<file path="src/rtl/fault_line_pkg.sv">
package fault_line_pkg;

    typedef enum logic [1:0] {
        HS_IDLE  = 2'd0,
        HS_LATCH = 2'd1,
        HS_RETRY = 2'd2
    } hold_state_e;

    typedef struct packed {
        logic prop_en;
        logic resp_en;
        logic retry_mode;
    } ch_cfg_t;

    // True when any enabled channel reports its output outside the window.
    function automatic logic pgood_fail(input logic [31:0] good, input logic [31:0] en);
        return |(en & ~good);
    endfunction

endpackage

</file>
<file path="src/rtl/fl_hold_ch.sv">
module fl_hold_ch
    import fault_line_pkg::*;
#(
    parameter int RETRY_W = 16
) (
    input  logic               clk,
    input  logic               rst,
    input  ch_cfg_t            cfg_i,
    input  logic               inhibit_i,
    input  logic               fault_i,
    input  logic               en_i,
    input  logic               clr_i,
    input  logic [RETRY_W-1:0] retry_cycles_i,
    output logic               hold_o,
    output logic               retry_rel_o
);

    hold_state_e        state_q;
    logic [RETRY_W-1:0] cnt_q;
    logic               off_seen_q;
    logic               cnt_zero;

    assign cnt_zero    = (cnt_q == '0);
    assign hold_o      = (state_q != HS_IDLE);
    assign retry_rel_o = (state_q == HS_RETRY) && cnt_zero && !fault_i
                         && !clr_i && !inhibit_i;

    always_ff @(posedge clk) begin
        if (rst || inhibit_i) begin
            state_q    <= HS_IDLE;
            cnt_q      <= '0;
            off_seen_q <= 1'b0;
        end else begin
            unique case (state_q)
                HS_IDLE: begin
                    if (cfg_i.prop_en && fault_i) begin
                        state_q    <= cfg_i.retry_mode ? HS_RETRY : HS_LATCH;
                        cnt_q      <= retry_cycles_i;
                        off_seen_q <= 1'b0;
                    end
                end
                HS_LATCH: begin
                    if (clr_i || (en_i && off_seen_q)) begin
                        state_q    <= HS_IDLE;
                        off_seen_q <= 1'b0;
                    end else if (!en_i) begin
                        off_seen_q <= 1'b1;
                    end
                end
                HS_RETRY: begin
                    if (clr_i) begin
                        state_q <= HS_IDLE;
                    end else if (!cnt_zero) begin
                        cnt_q <= cnt_q - 1'b1;
                    end else if (fault_i) begin
                        cnt_q <= retry_cycles_i;
                    end else begin
                        state_q <= HS_IDLE;
                    end
                end
                default: state_q <= HS_IDLE;
            endcase
        end
    end


    prop_entry_chk: assert property (@(posedge clk) disable iff (rst)
        (state_q == HS_IDLE && cfg_i.prop_en && fault_i && !inhibit_i) |=> hold_o);


    latch_keep_chk: assert property (@(posedge clk) disable iff (rst)
        (state_q == HS_LATCH && !clr_i && !inhibit_i && !(en_i && off_seen_q))
        |=> (state_q == HS_LATCH));


    clear_release_chk: assert property (@(posedge clk) disable iff (rst)
        (hold_o && clr_i) |=> !hold_o);


    retry_wait_chk: assert property (@(posedge clk) disable iff (rst)
        (state_q == HS_RETRY && !cnt_zero && !clr_i && !inhibit_i)
        |=> (state_q == HS_RETRY && cnt_q == $past(cnt_q) - 1'b1));

endmodule

</file>
<file path="src/rtl/fl_restart_seq.sv">
module fl_restart_seq #(
    parameter int NUM_CH = 4
) (
    input  logic              clk,
    input  logic              rst,
    input  logic              line_i,
    input  logic              retry_rel_i,
    input  logic [NUM_CH-1:0] en_i,
    output logic [NUM_CH-1:0] softstart_o
);

    logic              line_q;
    logic              pend_q;
    logic              rise;
    logic [NUM_CH-1:0] ss_q;

    assign rise        = line_i && !line_q;
    assign softstart_o = ss_q;

    always_ff @(posedge clk) begin
        if (rst) begin
            line_q <= 1'b1;
            pend_q <= 1'b0;
            ss_q   <= '0;
        end else begin
            line_q <= line_i;
            ss_q   <= (rise && pend_q) ? en_i : '0;
            if (retry_rel_i)
                pend_q <= 1'b1;
            else if (rise)
                pend_q <= 1'b0;
        end
    end


    softstart_group_chk: assert property (@(posedge clk) disable iff (rst)
        (rise && pend_q) |=> (softstart_o == $past(en_i)));


    softstart_pulse_chk: assert property (@(posedge clk) disable iff (rst)
        (softstart_o != '0) |=> (softstart_o == '0));

endmodule

</file>
<file path="src/rtl/fl_line_drive.sv">
module fl_line_drive
    import fault_line_pkg::*;
#(
    parameter int NUM_CH = 4
) (
    input  logic              pgood_mode_i,
    input  logic [NUM_CH-1:0] hold_i,
    input  logic [NUM_CH-1:0] pgood_i,
    input  logic [NUM_CH-1:0] en_i,
    input  logic [NUM_CH-1:0] resp_en_i,
    input  logic              line_i,
    output logic              line_pd_o,
    output logic [NUM_CH-1:0] shutdown_o
);

    logic [31:0] good_w;
    logic [31:0] en_w;

    always_comb begin
        good_w = '1;
        en_w   = '0;
        good_w[NUM_CH-1:0] = pgood_i;
        en_w[NUM_CH-1:0]   = en_i;
    end

    always_comb begin
        if (pgood_mode_i) begin
            line_pd_o  = pgood_fail(good_w, en_w);
            shutdown_o = ~en_i;
        end else begin
            line_pd_o  = |hold_i;
            shutdown_o = ~en_i | (resp_en_i & {NUM_CH{~line_i}});
        end
    end

endmodule

</file>
<file path="src/rtl/fault_line_ctrl.sv">
module fault_line_ctrl
    import fault_line_pkg::*;
#(
    parameter int NUM_CH  = 4,
    parameter int RETRY_W = 16
) (
    input  logic               clk,
    input  logic               rst,
    input  logic [NUM_CH-1:0]  ch_fault_i,
    input  logic [NUM_CH-1:0]  ch_en_i,
    input  logic               clear_all_i,
    input  logic [NUM_CH-1:0]  stat_w1c_i,
    input  logic               line_i,
    input  logic [NUM_CH-1:0]  cfg_prop_en_i,
    input  logic [NUM_CH-1:0]  cfg_resp_en_i,
    input  logic [NUM_CH-1:0]  cfg_retry_mode_i,
    input  logic               cfg_pgood_mode_i,
    input  logic [NUM_CH-1:0]  pgood_i,
    input  logic [RETRY_W-1:0] retry_cycles_i,
    output logic               line_pd_o,
    output logic [NUM_CH-1:0]  ch_shutdown_o,
    output logic [NUM_CH-1:0]  ch_softstart_o
);

    logic [NUM_CH-1:0] hold_w;
    logic [NUM_CH-1:0] rel_w;

    for (genvar g = 0; g < NUM_CH; g++) begin : g_ch
        ch_cfg_t cfg_w;
        assign cfg_w.prop_en    = cfg_prop_en_i[g];
        assign cfg_w.resp_en    = cfg_resp_en_i[g];
        assign cfg_w.retry_mode = cfg_retry_mode_i[g];

        fl_hold_ch #(.RETRY_W(RETRY_W)) hold_i (
            .clk            (clk),
            .rst            (rst),
            .cfg_i          (cfg_w),
            .inhibit_i      (cfg_pgood_mode_i),
            .fault_i        (ch_fault_i[g]),
            .en_i           (ch_en_i[g]),
            .clr_i          (clear_all_i | stat_w1c_i[g]),
            .retry_cycles_i (retry_cycles_i),
            .hold_o         (hold_w[g]),
            .retry_rel_o    (rel_w[g])
        );
    end

    fl_restart_seq #(.NUM_CH(NUM_CH)) restart_i (
        .clk         (clk),
        .rst         (rst),
        .line_i      (line_i),
        .retry_rel_i (|rel_w),
        .en_i        (ch_en_i),
        .softstart_o (ch_softstart_o)
    );

    fl_line_drive #(.NUM_CH(NUM_CH)) drive_i (
        .pgood_mode_i (cfg_pgood_mode_i),
        .hold_i       (hold_w),
        .pgood_i      (pgood_i),
        .en_i         (ch_en_i),
        .resp_en_i    (cfg_resp_en_i),
        .line_i       (line_i),
        .line_pd_o    (line_pd_o),
        .shutdown_o   (ch_shutdown_o)
    );


    pgood_no_hold_chk: assert property (@(posedge clk) disable iff (rst)
        cfg_pgood_mode_i |=> (hold_w == '0 || !$past(cfg_pgood_mode_i)));

endmodule

</file>
<file path="config.mk">
export PLATFORM = sky130hd
export DESIGN_NAME = fault_line_ctrl
export DESIGN_NICKNAME = d
export VERILOG_FILES = /design/src/rtl/fault_line_pkg.sv /design/src/rtl/fl_hold_ch.sv /design/src/rtl/fl_restart_seq.sv /design/src/rtl/fl_line_drive.sv /design/src/rtl/fault_line_ctrl.sv
export SDC_FILE = /design/constraint.sdc
export NUM_CORES = 1
export LEC_CHECK = 0
export BUFFER_PORTS_ARGS = -buffer_cell sky130_fd_sc_hd__buf_4
export CORE_MARGIN = 2
export CORE_UTILIZATION = 30
export CTS_CLUSTER_SIZE = 14
export DETAILED_ROUTE_END_ITERATION = 6
export GPL_ROUTABILITY_DRIVEN = 0
export GPL_TIMING_DRIVEN = 0
export REMOVE_ABC_BUFFERS = 1
export SLEW_MARGIN = 0
export SYNTH_ARGS = -nofsm -noshare
export SYNTH_HDL_FRONTEND = slang
export SYNTH_SLANG_ARGS = --single-unit
</file>
<file path="constraint.sdc">
create_clock -name clk -period 3.1 [get_ports clk]
set_clock_uncertainty 0.15 [all_clocks]
set_input_delay 0.465 -clock clk [delete_from_list [all_inputs] [get_ports clk]]
set_output_delay 0.465 -clock clk [all_outputs]
set_load 0.1 [all_outputs]
</file>
==> impl_metrics.py, run 1 <==
metrics = {
    "finish": {
        "regArea_um2": 1640,
        "final_common_cell": "dfxtp_1",
        "multiInputGateArea_um2": 3370,
        "area_growth_pct": 17.2,
        "layout_common_cells": "dfxtp_1, a21oi_1, nand2_1",
        "nFillCells": 1849,
        "final_nets": 780,
        "drive_above_1_share_pct": 15.7,
        "diodes": 0,
    },
    "timing": {
        "rsz0062_at_grt": "no",
        "relSlewSlack_pct": 27.1,
        "period_minus_slack_ns": 2.86,
        "fmax_ghz": 0.350,
        "worst_pin_slew_ns": 1.09,
        "slew_violations": 0,
        "setup_violations": 0,
        "setup_tns_ns": 0,
        "fin_ws_ns": 0.244,
        "hold_viol": 0,
        "post-route-period-util_pct": 92.1,
    },
    "global_routing": {
        "track_usage_pct": 18.1,
        "antenna_found_initial": 0,
        "overflow": 0,
        "grt_max_degree": 35,
        "grt_pass1_vias": 4829,
        "grt_pass1_wl_mm": 26.5,
    },
    "routing": {
        "ant_nets": 0,
        "vias": 5396,
        "wl_per_cell_um": 17.4,
        "wl_mm": 16.6,
        "vias_per_cell": 5.67,
        "dr.pass1.iters": 5,
        "drt_iter0_markers": 399,
        "drc_errors": 0,
    },
    "floorplanning": {
        "die_w_um": 137,
        "die_area_um2": 18700,
        "io_pins": 58,
        "core_um2": 17300,
        "start_util_pct": 30.6,
        "row_count": 48,
        "die_h_um": 137,
    },
    "place": {
        "hpwl_mm": 11.5,
        "io_buffers": 57,
        "pre_cts_slack_ns": 0.0226,
    },
    "logic_synthesis": {
        "synthDistinctLibCells": 65,
        "ys_seq_elements": 82,
        "async_flop_share_pct": 0,
        "synth_edf_count": 0,
        "syn-instance-count": 690,
        "syn_avg_cell_area_um2": 7.67,
        "synth_top_cell_by_area": "dfxtp_1",
        "synth.top_cell.area_share_pct": 31.0,
        "synth_area_um2": 5290,
        "yosysWarningCount": 0,
        "synth_ff_type": "dfxtp_1",
        "synth_area_leaders": "dfxtp_1, a21oi_1, mux2i_1",
        "ys_seq_area_share_pct": 31.0,
    },
    "pwr": {
        "p_comb_share_pct": 22.5,
        "leakagePower_nw": 2.25,
        "ir_worst_vdd_mv": 0.313,
        "powerDensity_nw_per_um2": 466,
        "sw_frac_of_total_pct": 30.6,
        "seqPwrFrac_pct": 38.5,
        "pwr-share-clk_pct": 39.0,
        "intPower_mw": 2.00,
        "switchingPower_mw": 0.885,
    },
    "run_status": {
        "status": "completed",
    },
    "setup_path": {
        "critPathLaunchType": "flop",
        "cpLargestDelayFamily": "compound AO/OA/AOI/OAI gates",
        "arrival_ns": 2.95,
        "crit_required_ns": 3.19,
        "path_cells": "inv_1 -> ha_1 -> nor4b_1 -> nand4_2 -> o21ai_1 -> nor2_1 -> a32o_1",
        "cp_slowest_stage_delay_ns": 0.74,
        "endpoint_kind": "flop",
        "path_buf_inv": 1,
        "cp_max_fo": 10,
        "cp_slowest_cell": "o21ai_1",
        "worst-setup-path-type": "flop to flop",
    },
    "clocking": {
        "clk_latency_ns": 0.35,
        "cts_tree": "built",
        "cts_hold_buf": 0,
        "path_clk_slew_ns": 0.06,
        "clock_tree.htree_level_count": 3,
        "clockBufferDepth": 2,
        "clock-sinks": 82,
        "cts_buffers": 9,
        "cts_root_buf": "clkbuf_16",
    },
    "job": {
        "max-cap-violations": 0,
    },
    "hold_path": {
        "hp-class": "input port to flop",
    },
}
-- path summary, 6_finish.rpt --
check / start / to / slack, ns / cells past startpoint
setup / recovery: g_ch[1].hold_i.cnt_q[0]$_SDFFE_PP0P_ / g_ch[1].hold_i.cnt_q[3]$_SDFFE_PP0P_ / 0.24 / 7
hold / removal: line_i / restart_i.line_q$_SDFF_PP1_ / 0.17 / 2
setup reg to reg: g_ch[1].hold_i.cnt_q[0]$_SDFFE_PP0P_ / g_ch[1].hold_i.cnt_q[3]$_SDFFE_PP0P_ / 0.24 / 7
hold reg to reg: g_ch[3].hold_i.cnt_q[8]$_SDFFE_PP0P_ / g_ch[3].hold_i.cnt_q[8]$_SDFFE_PP0P_ / 0.31 / 2
-- worst register-to-register path: cells and delay by family, from the launching register on --
family / cells / cell delay [ns]
adders and majority gates: 1 / 0.15
AOI/OAI and AO/OA: 2 / 1.03
buffers and inverters: 1 / 0.11
and+or+nand+nor: 3 / 1.00
DFF: 1 / 0.32
-- power by group through the flow --
stage                     Sequential [mW]  Combinational, mW  Clock [mW]
after CTS                            1.11              0.629        1.15
after global placement               1.14              0.618           0
after detailed placement             1.14              0.626           0
after floorplan                      1.13              0.417           0
final                                1.11              0.649        1.13
after global routing                 1.12              0.717        1.20
-- metal layers --
| layer | vias up | routed length, um | share of wire (%) | GRT usage [%] |
|---|---|---|---|---|
| met5 | - | 0 | 0 | 0 |
| met4 | 0 | 252 | 1.5 | 4.01 |
| met3 | 21 | 898 | 5.4 | 3.78 |
| met2 | 143 | 7200 | 43 | 27.3 |
| met1 | 2559 | 8210 | 50 | 26.5 |
| li1 | 2673 | - | - | - |
-- cells in the mapped netlist (15+ instances only) --
library cell,instances
a21oi_1,70
clkbuf_1,27
dfxtp_1,82
inv_1,28
mux2i_1,27
nand2_1,66
nand3_1,15
nor2_1,53
nor3_1,35
nor4_1,16
o21ai_0,37
o22ai_1,27
-- timing repair --
action,4_1_cts,5_1_grt
buffers inserted,0,3
setup endpoints to repair,0,17
resized for setup,0,4
-- stage by stage --
step / hold slack (ns) / util, % / std cells / instance area [um2] / power [mW]
floorplan: 0.280 / - / 649 / 5090 / 1.54
global placement: 0.293 / 33.5 / 931 / 5800 / 1.75
detailed placement: 0.302 / 33.9 / 933 / 5860 / 1.76
CTS: 0.162 / 35.7 / 948 / 6170 / 2.90
global route: 0.172 / 35.9 / 952 / 6200 / 3.04
finish: 0.171 / 35.9 / 952 / 6200 / 2.89
-- cell families after synthesis --
group / Yosys count / synth area share, %
adders and majority gates: 8 / 1.89
DFF: 82 / 31.0
AOI/OAI and AO/OA: 215 / 26.2
buffers and inverters: 69 / 5.79
muxes: 33 / 6.45
and+or+nand+nor: 283 / 28.6
-- registers in the layout, summed over array words and instances, names as in the netlist --
name and count:
restart_i.line_q 1, g_ch.hold_i.state_q 8, g_ch.hold_i.off_seen_q 4, restart_i.pend_q 1
g_ch.hold_i.cnt_q 64, restart_i.softstart_o 4
-- layout make-up --
class / instances / share of cell area (%)
multi-input combinational: 539 / 54.3
timing repair buffer: 63 / 8.07
sequential: 82 / 26.5
clock inverter: 2 / 0.565
clock buffer: 13 / 4.36
inverter: 28 / 1.69
tap: 225 / 4.54
Power figures use the tool's default switching activity.
==> run 2: changes to the inputs <==
- SYNTH_HIERARCHICAL: default -> 1
==> impl_metrics.py, run 2 <==
metrics = {
    "routing": {
        "ant_nets": 0,
        "dr.pass1.iters": 5,
        "vias": 5203,
        "wl_per_cell_um": 17.6,
        "drt_iter0_markers": 487,
        "wl_mm": 16.1,
        "vias_per_cell": 5.69,
        "drc_errors": 0,
    },
    "logic_synthesis": {
        "ys_seq_area_share_pct": 30.0,
        "syn_avg_cell_area_um2": 8.49,
        "syn-instance-count": 645,
        "async_flop_share_pct": 0,
        "synth_common_cells": "dfxtp_1, nor2_1, o21ai_1",
        "synth_area_um2": 5480,
        "synth_area_leaders": "dfxtp_1, a32o_1, mux2_1",
        "synth_top_cell_by_area": "dfxtp_1",
        "synth_edf_count": 0,
        "synth.top_cell.area_share_pct": 30.0,
        "ys_seq_elements": 82,
        "synth_ff_type": "dfxtp_1",
        "synthDistinctLibCells": 45,
        "synthMostInstantiatedCell": "dfxtp_1",
        "yosysWarningCount": 6,
    },
    "global_routing": {
        "antenna_found_initial": 1,
        "track_usage_pct": 16.6,
        "grt_pass1_vias": 4700,
        "grt_max_degree": 32,
        "grt_pass1_wl_mm": 25.8,
        "overflow": 0,
    },
    "finish": {
        "nFillCells": 1869,
        "final_common_cell": "dfxtp_1",
        "area_growth_pct": 15.4,
        "drive_above_1_share_pct": 16.5,
        "fin_area_um2": 6320,
        "diodes": 0,
        "layout_common_cells": "dfxtp_1, nor2_1, buf_4",
        "top_regs": "g_ch.hold_i/cnt_q x64, g_ch.hold_i/state_q x8",
        "largest_register_ffs": 64,
        "final_nets": 738,
        "finalCoreUtilization_pct": 35.2,
        "top_register": "g_ch.hold_i/cnt_q",
    },
    "setup_path": {
        "crit_required_ns": 3.18,
        "cp_max_fo": 31,
        "endpoint_kind": "flop",
        "critPathLaunchType": "flop",
        "r2r_setup_slack_ns": 0.47,
        "worst-setup-path-type": "flop to flop",
        "arrival_ns": 2.71,
    },
    "clocking": {
        "clock_tree.htree_level_count": 3,
        "cts_setup_buffers": 0,
        "cts_hold_buf": 0,
        "clk_latency_ns": 0.34,
        "clockBufferDepth": 2,
        "cts_root_buf": "clkbuf_16",
        "path_clk_slew_ns": 0.06,
        "clock-sinks": 82,
        "cts_tree": "built",
        "cts_resized": 0,
        "cts_buffers": 9,
    },
    "timing": {
        "fmax_ghz": 0.380,
        "post-route-period-util_pct": 84.8,
        "setup_violations": 0,
        "relSlewSlack_pct": 25.5,
        "slew_violations": 0,
        "hold_viol": 0,
        "setup_tns_ns": 0,
        "rsz0062_at_grt": "no",
        "worst_pin_slew_ns": 1.11,
        "period_minus_slack_ns": 2.63,
    },
    "floorplanning": {
        "io_pins": 58,
        "row_count": 49,
        "start_util_pct": 30.5,
        "die_area_um2": 19300,
        "die_w_um": 139,
        "core_um2": 18000,
        "die_h_um": 139,
    },
    "pwr": {
        "powerDensity_nw_per_um2": 453,
        "leakagePower_nw": 2.36,
        "ir_worst_vdd_mv": 0.274,
    },
    "place": {
        "hpwl_mm": 11.1,
        "place_area_um2": 6010,
        "io_buffers": 57,
    },
    "job": {
        "max-cap-violations": 0,
    },
    "run_status": {
        "status": "completed",
    },
    "hold_path": {
        "hp-class": "input port to flop",
    },
}
run 2: cell count changes in the layout (fill, tap and decap cells not counted), sizes merged, moves of 8 or more:
cell	previous run	this run
nand3	15	28
or2	5	13
mux2	6	32
or3	14	4
a32o	6	44
a21oi	70	28
a2111oi	2	12
nand2	66	40
a221oi	9	0
a211oi	13	5
o21ai	41	52
o22ai	27	0
run 2: cell type report:
type / count / area (um2) / share of cell area, %
clock inverters: 4 / 50.0 / 0.792
clock buffers: 12 / 256 / 4.06
well taps: 229 / 287 / 4.54
repair buffers: 57 / 428 / 6.77
inverters: 23 / 86.3 / 1.37
multi-input cells: 508 / 3570 / 56.5
flip-flops and latches: 82 / 1640 / 26.0
run 2: cells by family after synthesis:
group | synth area share, %
compound gates | 23.2
fa+ha+maj | 1.83
flops | 30.0
mux | 10.2
buf+inv | 4.87
simple gates | 29.9
run 2: layer usage:
metal  global-route usage (%)  routed length, um  vias to the layer above
met2                     27.9               7690                      155
met5                        0                  0                        -
li1                         -                  -                     2549
met1                     22.4               7360                     2482
met4                     3.08                170                        0
met3                     3.45                862                       17
run 2: per-stage QoR:
stage | hold WS, ns | power [mW] | setup WS, ns | cells
3_5_place_dp | 0.321 | 1.77 | 0.488 | 899
4_1_cts | 0.165 | 2.89 | 0.493 | 915
6_report | 0.179 | 2.86 | 0.470 | 915
5_1_grt | 0.178 | 3.01 | 0.330 | 915
3_3_place_gp | 0.315 | 1.77 | 0.487 | 899
2_1_floorplan | 0.297 | 1.57 | 0.225 | 613
run 2: final timing paths:
kind | from | to | depth (start not counted)
max | g_ch[0].hold_i/cnt_q[0]$_SDFFE_PP0P_ | g_ch[0].hold_i/cnt_q[3]$_SDFFE_PP0P_ | 7
min | line_i | restart_i/pend_q$_SDFFE_PP0P_ | 2
max reg2reg | g_ch[0].hold_i/cnt_q[0]$_SDFFE_PP0P_ | g_ch[0].hold_i/cnt_q[3]$_SDFFE_PP0P_ | 7
min reg2reg | g_ch[1].hold_i/off_seen_q$_SDFFE_PP0P_ | g_ch[1].hold_i/off_seen_q$_SDFFE_PP0P_ | 2
run 2: critical path, cell delays in order, from the launching register on:
cell     delay [ns]
dfxtp_1        0.40
inv_1          0.08
ha_1           0.21
nor4b_2        0.17
nand4_2        0.16
nand3_2        0.59
mux2_1         0.55
a32o_1         0.21
run 2: where the power goes:
group | switching, mW | internal (mW) | leakage (nW) | total (mW)
combinational | 0.391 | 0.246 | 1.55 | 0.637
sequential | 0.0395 | 1.08 | 0.664 | 1.12
clock | 0.437 | 0.667 | 0.145 | 1.10
total | 0.867 | 1.99 | 2.36 | 2.86
